`config.mk`:
```
export PLATFORM = sky130hd
export DESIGN_NAME = pwr_hold_seq
export DESIGN_NICKNAME = d
export VERILOG_FILES = /design/src/rtl/pwrseq_pkg.sv /design/src/rtl/pwrseq_timer.sv /design/src/rtl/pwrseq_fsm.sv /design/src/rtl/pwrseq_gate.sv /design/src/rtl/pwr_hold_seq.sv
export SDC_FILE = /design/constraint.sdc
export NUM_CORES = 1
export LEC_CHECK = 0
export BUFFER_PORTS_ARGS = -buffer_cell sky130_fd_sc_hd__buf_2
export CELL_PAD_IN_SITES_DETAIL_PLACEMENT = 1
export CELL_PAD_IN_SITES_GLOBAL_PLACEMENT = 2
export CORE_UTILIZATION = 35
export CTS_CLUSTER_DIAMETER = 150
export DETAILED_ROUTE_END_ITERATION = 10
export PLACE_DENSITY_LB_ADDON = 0.1
export SYNTH_ARGS = -nofsm -noshare
export SYNTH_HDL_FRONTEND = slang
export SYNTH_SLANG_ARGS = --single-unit
```
`constraint.sdc`:
```
create_clock -name clk -period 5.31 [get_ports clk]
set_input_delay 0.2655 -clock clk [delete_from_list [all_inputs] [get_ports clk]]
set_output_delay 0.2655 -clock clk [all_outputs]
set_load 0.02 [all_outputs]
```
`src/rtl/pwrseq_pkg.sv`:
```
// Shared types for the power/sleep/hold sequencer.
package pwrseq_pkg;
    typedef enum logic [2:0] {
        PS_OFF     = 3'd0,
        PS_BOOT    = 3'd1,
        PS_RUN     = 3'd2,
        PS_DOZE_IN = 3'd3,
        PS_DOZE    = 3'd4,
        PS_WAKE    = 3'd5
    } pstate_e;
endpackage

```
`src/rtl/pwrseq_timer.sv`:
```
// Lockout down-counter. Load has priority. While run is high the count
// decrements to zero, and expire flags the last cycle of the interval.
// Assumes load values are at least zero, so a loaded N-1 gives N cycles.
module pwrseq_timer #(
    parameter int CNT_W = 16
) (
    input  logic             clk,
    input  logic             rst_n,
    input  logic             load,
    input  logic [CNT_W-1:0] load_val,
    input  logic             run,
    output logic             expire
);
    logic [CNT_W-1:0] cnt;

    // Count register: load, decrement, or hold.
    always_ff @(posedge clk) begin
        if (!rst_n)
            cnt <= '0;
        else if (load)
            cnt <= load_val;
        else if (run && cnt != '0)
            cnt <= cnt - 1'b1;
    end

    assign expire = run && (cnt == '0);


    tick_chk: assert property (@(posedge clk) disable iff (!rst_n)
        (run && !load && cnt != '0) |=> (cnt == $past(cnt) - 1'b1));
endmodule

```
`src/rtl/pwrseq_fsm.sv`:
```
// Accessibility state machine: off, start-up lockout, running, sleep entry,
// sleep, wake recovery. Assumes command strobes are single-cycle and that
// pwr_good is synchronous. Outputs are decodes of the state register, plus
// acc_nxt, which tells the bus gate whether access is open next cycle.
module pwrseq_fsm
    import pwrseq_pkg::*;
#(
    parameter int CNT_W    = 16,
    parameter int BOOT_CYC = 400,
    parameter int DOZE_CYC = 3,
    parameter int WAKE_CYC = 400
) (
    input  logic             clk,
    input  logic             rst_n,
    input  logic             pwr_good,
    input  logic             sleep_cmd,
    input  logic             wake_cmd,
    input  logic             tmr_done,
    output logic             tmr_load,
    output logic [CNT_W-1:0] tmr_val,
    output logic             tmr_run,
    output logic             bus_en,
    output logic             cmd_lock,
    output logic             regs_on,
    output logic             locked,
    output logic             acc_nxt
);
    localparam logic [CNT_W-1:0] BOOT_LD = CNT_W'(BOOT_CYC - 1);
    localparam logic [CNT_W-1:0] DOZE_LD = CNT_W'(DOZE_CYC - 1);
    localparam logic [CNT_W-1:0] WAKE_LD = CNT_W'(WAKE_CYC - 1);

    pstate_e state, nxt;

    // Next-state and timer-load decision.
    always_comb begin
        nxt      = state;
        tmr_load = 1'b0;
        tmr_val  = '0;
        if (!pwr_good) begin
            nxt = PS_OFF;
        end else begin
            unique case (state)
                PS_OFF: begin
                    nxt = PS_BOOT; tmr_load = 1'b1; tmr_val = BOOT_LD;
                end
                PS_BOOT:    if (tmr_done) nxt = PS_RUN;
                PS_RUN: if (sleep_cmd) begin
                    nxt = PS_DOZE_IN; tmr_load = 1'b1; tmr_val = DOZE_LD;
                end
                PS_DOZE_IN: if (wake_cmd) begin
                    nxt = PS_WAKE; tmr_load = 1'b1; tmr_val = WAKE_LD;
                end else if (tmr_done) begin
                    nxt = PS_DOZE;
                end
                PS_DOZE: if (wake_cmd) begin
                    nxt = PS_WAKE; tmr_load = 1'b1; tmr_val = WAKE_LD;
                end
                PS_WAKE:    if (tmr_done) nxt = PS_RUN;
                default:    nxt = PS_OFF;
            endcase
        end
    end

    // State register.
    always_ff @(posedge clk) begin
        if (!rst_n) state <= PS_OFF;
        else        state <= nxt;
    end

    assign tmr_run  = (state == PS_BOOT) || (state == PS_DOZE_IN) || (state == PS_WAKE);
    assign bus_en   = (state == PS_RUN) || (state == PS_DOZE_IN) || (state == PS_DOZE);
    assign cmd_lock = (state == PS_DOZE_IN) || (state == PS_DOZE);
    assign regs_on  = (state != PS_OFF) && (state != PS_DOZE);
    assign locked   = (state == PS_BOOT) || (state == PS_WAKE);
    assign acc_nxt  = (nxt == PS_RUN) || (nxt == PS_DOZE_IN) || (nxt == PS_DOZE);


    run_entry_chk: assert property (@(posedge clk) disable iff (!rst_n)
        $rose(bus_en) |-> ($past(state) == PS_BOOT || $past(state) == PS_WAKE));

    doze_entry_chk: assert property (@(posedge clk) disable iff (!rst_n)
        ($fell(regs_on) && $past(pwr_good)) |-> ($past(state) == PS_DOZE_IN));

    power_loss_chk: assert property (@(posedge clk) disable iff (!rst_n)
        !pwr_good |=> (state == PS_OFF));
endmodule

```
`src/rtl/pwrseq_gate.sv`:
```
// Bus gate: forwards the chip select and serial clock to the SPI controller.
// It blocks the chip select while access is closed and freezes both signals
// while hold is active inside a transaction. It also records chip-select
// falls during lockouts. Assumes cs_n, sck and hold_n are synchronous.
module pwrseq_gate (
    input  logic clk,
    input  logic rst_n,
    input  logic cs_n,
    input  logic sck,
    input  logic hold_n,
    input  logic acc_nxt,
    input  logic locked,
    output logic cs_fwd_n,
    output logic sck_fwd,
    output logic xfer_pause,
    output logic fault
);
    logic cs_q, cs_raw_q, sck_q;
    logic cs_fall;

    assign xfer_pause = !hold_n && !cs_q;
    assign cs_fall    = cs_raw_q && !cs_n;

    // Forwarded chip select: closed, frozen, released, or opened on a true fall.
    always_ff @(posedge clk) begin
        if (!rst_n)           cs_q <= 1'b1;
        else if (!acc_nxt)    cs_q <= 1'b1;
        else if (xfer_pause)  cs_q <= cs_q;
        else if (cs_n)        cs_q <= 1'b1;
        else if (cs_fall)     cs_q <= 1'b0;
    end

    // Raw chip-select history and forwarded clock (held during a pause).
    always_ff @(posedge clk) begin
        if (!rst_n) begin
            cs_raw_q <= 1'b1;
            sck_q    <= 1'b0;
        end else begin
            cs_raw_q <= cs_n;
            if (!xfer_pause) sck_q <= sck;
        end
    end

    // Sticky lockout-violation flag.
    always_ff @(posedge clk) begin
        if (!rst_n)                 fault <= 1'b0;
        else if (locked && cs_fall) fault <= 1'b1;
    end

    assign cs_fwd_n = cs_q;
    assign sck_fwd  = sck_q;


    sticky_fault_chk: assert property (@(posedge clk) disable iff (!rst_n)
        fault |=> fault);

    lockout_gate_chk: assert property (@(posedge clk) disable iff (!rst_n)
        !acc_nxt |=> cs_fwd_n);

    freeze_chk: assert property (@(posedge clk) disable iff (!rst_n)
        (xfer_pause && acc_nxt) |=> ($stable(sck_fwd) && $stable(cs_fwd_n)));
endmodule

```
`src/rtl/pwr_hold_seq.sv`:
```
// Top of the power, sleep and hold sequencer. It converts lockout lengths
// from microseconds to clock cycles and ties together the state machine,
// the lockout timer and the bus gate. Assumes all inputs are synchronous
// to clk and that every lockout length is at least one cycle.
module pwr_hold_seq #(
    parameter int CYC_PER_US = 100,
    parameter int BOOT_US    = 400,
    parameter int DOZE_US    = 3,
    parameter int WAKE_US    = 400
) (
    input  logic clk,
    input  logic rst_n,
    input  logic pwr_good,
    input  logic cs_n,
    input  logic sck,
    input  logic hold_n,
    input  logic sleep_cmd,
    input  logic wake_cmd,
    output logic bus_en,
    output logic cmd_lock,
    output logic cs_fwd_n,
    output logic sck_fwd,
    output logic xfer_pause,
    output logic so_hiz,
    output logic regs_on,
    output logic fault
);
    localparam int BOOT_CYC = BOOT_US * CYC_PER_US;
    localparam int DOZE_CYC = DOZE_US * CYC_PER_US;
    localparam int WAKE_CYC = WAKE_US * CYC_PER_US;
    localparam int MAX_BW   = (BOOT_CYC > WAKE_CYC) ? BOOT_CYC : WAKE_CYC;
    localparam int MAX_CYC  = (MAX_BW > DOZE_CYC) ? MAX_BW : DOZE_CYC;
    localparam int CNT_W    = $clog2(MAX_CYC + 1);

    logic             tmr_load, tmr_run, tmr_done, locked, acc_nxt;
    logic [CNT_W-1:0] tmr_val;

    pwrseq_fsm #(
        .CNT_W(CNT_W), .BOOT_CYC(BOOT_CYC), .DOZE_CYC(DOZE_CYC), .WAKE_CYC(WAKE_CYC)
    ) u_fsm (
        .clk(clk), .rst_n(rst_n), .pwr_good(pwr_good),
        .sleep_cmd(sleep_cmd), .wake_cmd(wake_cmd), .tmr_done(tmr_done),
        .tmr_load(tmr_load), .tmr_val(tmr_val), .tmr_run(tmr_run),
        .bus_en(bus_en), .cmd_lock(cmd_lock), .regs_on(regs_on),
        .locked(locked), .acc_nxt(acc_nxt)
    );

    pwrseq_timer #(.CNT_W(CNT_W)) u_tmr (
        .clk(clk), .rst_n(rst_n), .load(tmr_load), .load_val(tmr_val),
        .run(tmr_run), .expire(tmr_done)
    );

    pwrseq_gate u_gate (
        .clk(clk), .rst_n(rst_n), .cs_n(cs_n), .sck(sck), .hold_n(hold_n),
        .acc_nxt(acc_nxt), .locked(locked), .cs_fwd_n(cs_fwd_n),
        .sck_fwd(sck_fwd), .xfer_pause(xfer_pause), .fault(fault)
    );

    assign so_hiz = xfer_pause || cs_fwd_n;
endmodule

```
# == Word level (Yosys, flattened, before mapping) ==
# Cells that the tools add are included.
# totals
ff_bits,23
in_bits,8
elab_cells,64
# op_classes
addsub,1
n_eq_ne,9
mux,19
bitwise,1
reduce_logical,28
# op_table
op,n
16-bit 2-to-1 mux,4
16-bit one-hot mux with 3 select lines,1
3-bit 2-to-1 mux,6
16-bit zero test,1
16-bit nonzero test,1
"16-bit by 1-bit subtractor with 16-bit output, second input constant",1
3-bit one-hot mux with 5 select lines,1
"3-bit by 2-bit == test with 1-bit output, second input constant",4
"3-bit == test, second input constant",3
1-bit logical OR,9
9-bit 2-to-1 mux,1
1-bit logical AND,6
1-bit 2-to-1 mux,5
2-bit AND reduction,2
2-bit nonzero test,2
2-bit OR reduction,2
"3-bit by 1-bit == test with 1-bit output, second input constant",1
1-bit zero test,3
3-bit zero test,1
"3-bit != test, second input constant",1
1-bit one-hot mux with 3 select lines,1
3-bit nonzero test,1
1-bit NOT,1

# == Depth between registers and ports, before layout ==
# logic_depth
ltp_word,12
depth_mapped,7

# == By module ==
# From an unflattened synthesis, not the netlist that was laid out.
# unflattened
cells_unflattened,188
area_unflattened_um2,1506.4
# modules_own_cells
mod,instances,cells_each,area_each_um2,seq_area_each_um2
pwrseq_timer,1,117,969.7,320.3
pwrseq_fsm,1,54,382.9,60.1
pwrseq_gate,1,16,147.6,80.1
pwr_hold_seq,1,1,6.3,0.0

# == Least setup slack after synthesis ==
# Ideal clock, no wire load.
# synth_timing
kind,register -> register
from,reg u_tmr.cnt[0]
to,reg u_tmr.cnt[10]
arrival_ns,1.896
t_required_ns,5.223
slack_ns,3.327
stages_incl_launch_ff,8
path_buffers,0
period_less_slack_ns,1.983
cell_sequence,dfxtp_1 > inv_1 > ha_1 > or4b_2 > nor3_2 > nand3_1 > a221o_1 > o31ai_1
# synth_between
elab_chain_len,3
elab_cells_between_ends,6
# synth_lines
element,line,source
start: declaration,pwrseq_timer.sv:14,logic [CNT_W-1:0] cnt;
start signal: assignment,pwrseq_timer.sv:21,cnt <= load_val;
start signal: assignment,pwrseq_timer.sv:23,cnt <= cnt - 1'b1;
16-bit by 1-bit subtractor with 16-bit output / 16-bit nonzero test (equally long branches),"pwrseq_timer.sv:23, pwrseq_timer.sv:22",
16-bit 2-to-1 mux / 1-bit logical AND (equally long branches),pwrseq_timer.sv:22,else if (run && cnt != '0)
16-bit 2-to-1 mux / 2-bit nonzero test (equally long branches),n/a,
# Several ways; a longest one is shown, not always the timed one. The select of a mux whose other input is x is not followed.
# A chain may end at the register's enable or synchronous reset.

# == Final worst setup path ==
# layout_timing
from,reg u_fsm.state[0]
to,reg u_tmr.cnt[2]
# layout_between
elab_chain_len,5
elab_cells_between_ends,16
# layout_lines
element,line,source
start: declaration,pwrseq_fsm.sv:32,"pstate_e state, nxt;"
start signal: assignment,pwrseq_fsm.sv:67,else state <= nxt;
"3-bit == test, or another cell as far along",pwrseq_fsm.sv:42,unique case (state)
2-bit OR reduction (no source line) / 1-bit logical OR (equally long branches),n/a,
"16-bit one-hot mux with 3 select lines, or another cell as far along",pwrseq_fsm.sv:42,
"16-bit 2-to-1 mux, or another cell as far along",pwrseq_fsm.sv:39,if (!pwr_good) begin
16-bit 2-to-1 mux / 2-bit nonzero test (equally long branches),n/a,
# Several ways; a longest one is shown, not always the timed one.

==> flow_metrics.tcl <==
set metrics [dict create \
    outcome "finished, final reports clean" \
    grt_pass1_wl_um 6430 \
    globalRoute.totalOverflow 0 \
    setup_viol 0 \
    worstMarginPinSlew_ps 1020 \
    n_antenna_cell 0 \
    critical_path.max_stage_delay_ps 660 \
    drive_gt1_share_pct 13.5 \
    stdcell_area_um2 1490 \
    yosysWarnings 0 \
    routed_wl_um 3770 \
    slew_violations 0 \
    end_kind "flop" \
    synth_xor_area_share_pct 4.61 \
    synthAdderAreaFrac_pct 1.88 \
    routed.top_layer "met4" \
    gp_congestion 0.871 \
    syn_nets 183 \
    dpl_cell_area_um2 1440 \
    syn_area_um2 1330 \
    synth.area.top_cells "dfxtp_1 (35%), a21oi_1 (6.0%), nor2_1 (4.8%)" \
    synth_edf_count 0 \
    cts.clk_slew.worst_paths_ps 80 \
    dpl.hpwl_um 2690 \
    port_buffers 15 \
    grt_antenna_before_repair 0 \
    slew_headroom_pct 31.3 \
    dr_wl_met3_um 109 \
    coreArea_um2 3660 \
    ctsResizeCount 0 \
    yosys.area_share.simple_pct 34.2 \
    clk_latency_ps 270 \
    hp-class "input port to flop" \
    synth_top_area_share_pct 34.6 \
    cap_viol_max_count 0 \
    synth_cell_types 41 \
    wl_per_cell_um 16.2 \
    htree_levels 1 \
    ys.flop_type "dfxtp_1" \
    row_count 22 \
    cts_inserted_buffers 3 \
    dieArea_um2 4050 \
    critical_path_peak_fanout 16 \
    vdd_drop_max_mv 0.108 \
    min_period_ps 2340 \
    num_vias 1351 \
    grt_pass1_vias 1375 \
    grt_max_degree 17 \
    regToRegSetupSlack_ps 2970 \
    fin_crit_sh_pct 44.1 \
    synth_compound_area_share_pct 19.1 \
    gr-usage-all-layers_pct 20.3 \
    post_cts_buffers 0 \
    root_buffer "clkbuf_8" \
    yosysTopAreaCell "dfxtp_1" \
    start_util_pct 36.4 \
    ios 16 \
    wl_met1_um 1800 \
    ys_ff_latch 23 \
    async_flop_share_pct 0 \
    leakage_uw 0.000561 \
    muxShareOfSynthArea_pct 0.752 \
    final_hold_viol_count 0 \
    fin_ws_ps 2970 \
    drc 0 \
    fin_worst_skew_ps 4.35 \
    nets 196 \
    synth_top_family_by_area "simple AND/OR/NAND/NOR gates" \
    first_pass_iters 4 \
    finalSetupTns_ps 0 \
    die_h_um 63.7 \
    synthCells 173 \
    path_cells "a21boi_1 -> inv_1 -> nor2_1 -> a21oi_1 -> a311o_1" \
    cts_tree "yes" \
    dr_wl_met2_um 1820 \
    area_growth_pct 11.7 \
    place_ws_ps 3040 \
    via_per_inst 5.80 \
    required_ps 5470 \
    post_synth.cell_area_avg_um2 7.70 \
    worst-setup-path-type "flop to flop" \
    crit_arrival_ps 2500 \
    clkSinkCount 23 \
    cts_hold_buf 0 \
    seq_area_frac_synth_pct 34.6 \
    ant_nets 0 \
    die_w_um 63.7 \
    critPathLaunchType "flop" \
    clock_path_buffers 2 \
    slowest_stage "a21boi_1" \
    max_freq_mhz 427 \
    first_iter_violations 30 \
    rsz0062_at_grt "false" \
    power_density_nw_per_um2 265 \
]
==> critical path, delay by kind of cell (launching register included) <==
kind / cells / cell delay [ps]
AO/OA/AOI/OAI: 3 / 1110
flip-flops: 1 / 610
AND/OR/NAND/NOR: 1 / 340
buffers and inverters: 1 / 180
==> power by group <==
group          internal [uW]  switching, uW
clock                   53.6           56.8
combinational           33.7           50.5
sequential               184           14.7
==> cell usage in the layout, fill, tap and decap left out, types with 2 or more instances in the layout <==
| cell type | synthesis | routed |
|---|---|---|
| and4_1 | 2 | 2 |
| buf_2 | 1 | 15 |
| o31ai_1 | 3 | 3 |
| dfxtp_1 | 23 | 23 |
| nand2_1 | 16 | 16 |
| a21oi_1 | 16 | 16 |
| clkbuf_8 | 0 | 3 |
| a31oi_1 | 4 | 4 |
| a221o_1 | 2 | 2 |
| nor2b_1 | 3 | 3 |
| ha_1 | 2 | 2 |
| nor3b_1 | 3 | 3 |
| inv_1 | 9 | 9 |
| nand3_1 | 10 | 10 |
| nand4_1 | 8 | 8 |
| o21ai_0 | 5 | 5 |
| nor3_1 | 7 | 7 |
| a211oi_1 | 2 | 2 |
| nand2b_1 | 4 | 4 |
| or3_1 | 2 | 2 |
| xor2_1 | 6 | 6 |
| nor2_1 | 17 | 17 |
| nor4_1 | 3 | 3 |
==> cell type report <==
class | count | area [um^2]
fill | 460 | 2170
multi-input combinational | 133 | 806
sequential | 23 | 460
timing repair buffer | 16 | 82.6
tap | 48 | 60.1
clock buffer | 4 | 45.0
inverter | 9 | 33.8
==> state kept, by name (all words and copies together) (netlist names) <==
register,count
u_gate.cs_raw_q,1
u_fsm.state,3
u_gate.cs_fwd_n,1
u_gate.fault,1
u_gate.sck_fwd,1
u_tmr.cnt,16
==> per-layer routing <==
| metal | GRT usage, % | vias up |
|---|---|---|
| li1 | - | 659 |
| met1 | 23.4 | 669 |
| met2 | 36.7 | 19 |
| met3 | 4.53 | 4 |
| met4 | 5.68 | 0 |
| met5 | 0 | - |
==> worst paths after layout <==
path | startpoint | endpoint | cells after the start
worst max-delay path | u_fsm.state[0]$_SDFF_PN0_ | u_tmr.cnt[2]$_SDFFE_PN0P_ | 5
worst min-delay path | cs_n | u_gate.cs_raw_q$_SDFF_PN1_ | 2
worst max register to register | u_fsm.state[0]$_SDFF_PN0_ | u_tmr.cnt[2]$_SDFFE_PN0P_ | 5
worst min register to register | u_gate.sck_fwd$_SDFFE_PN0N_ | u_gate.sck_fwd$_SDFFE_PN0N_ | 2
==> metrics by stage <==
stage                     utilization (%)  hold WS [ps]  instances  power (uW)
after floorplan                         -           367        173         260
after global placement               39.4           435        229         282
after detailed placement             39.4           445        229         285
after CTS                            40.6           212        233         395
after global routing                 40.6           222        233         416
final                                40.6           211        233         394
==> Yosys cell counts (2+ instances only) <==
cell      instances
dfxtp_1          23
nor2_1           17
a21oi_1          16
nand2_1          16
nand3_1          10
inv_1             9
nand4_1           8
clkbuf_1          7
nor3_1            7
xor2_1            6
o21ai_0           5
a31oi_1           4
nand2b_1          4
nor2b_1           3
nor3b_1           3
nor4_1            3
o31ai_1           3
a211oi_1          2
a221o_1           2
and4_1            2
ha_1              2
or3_1             2
==> cell families (layout without fill, tap and decap cells) <==
| group | count (synthesis) | after routing |
|---|---|---|
| xor gates and xnor gates | 7 | 7 |
| DFF | 23 | 23 |
| AOI/OAI and AO/OA | 40 | 40 |
| adders and majority gates | 2 | 2 |
| buffers and inverters | 17 | 29 |
| muxes | 1 | 1 |
| and+or+nand+nor | 83 | 83 |
Note: power is estimated with default switching activity, not from simulation.
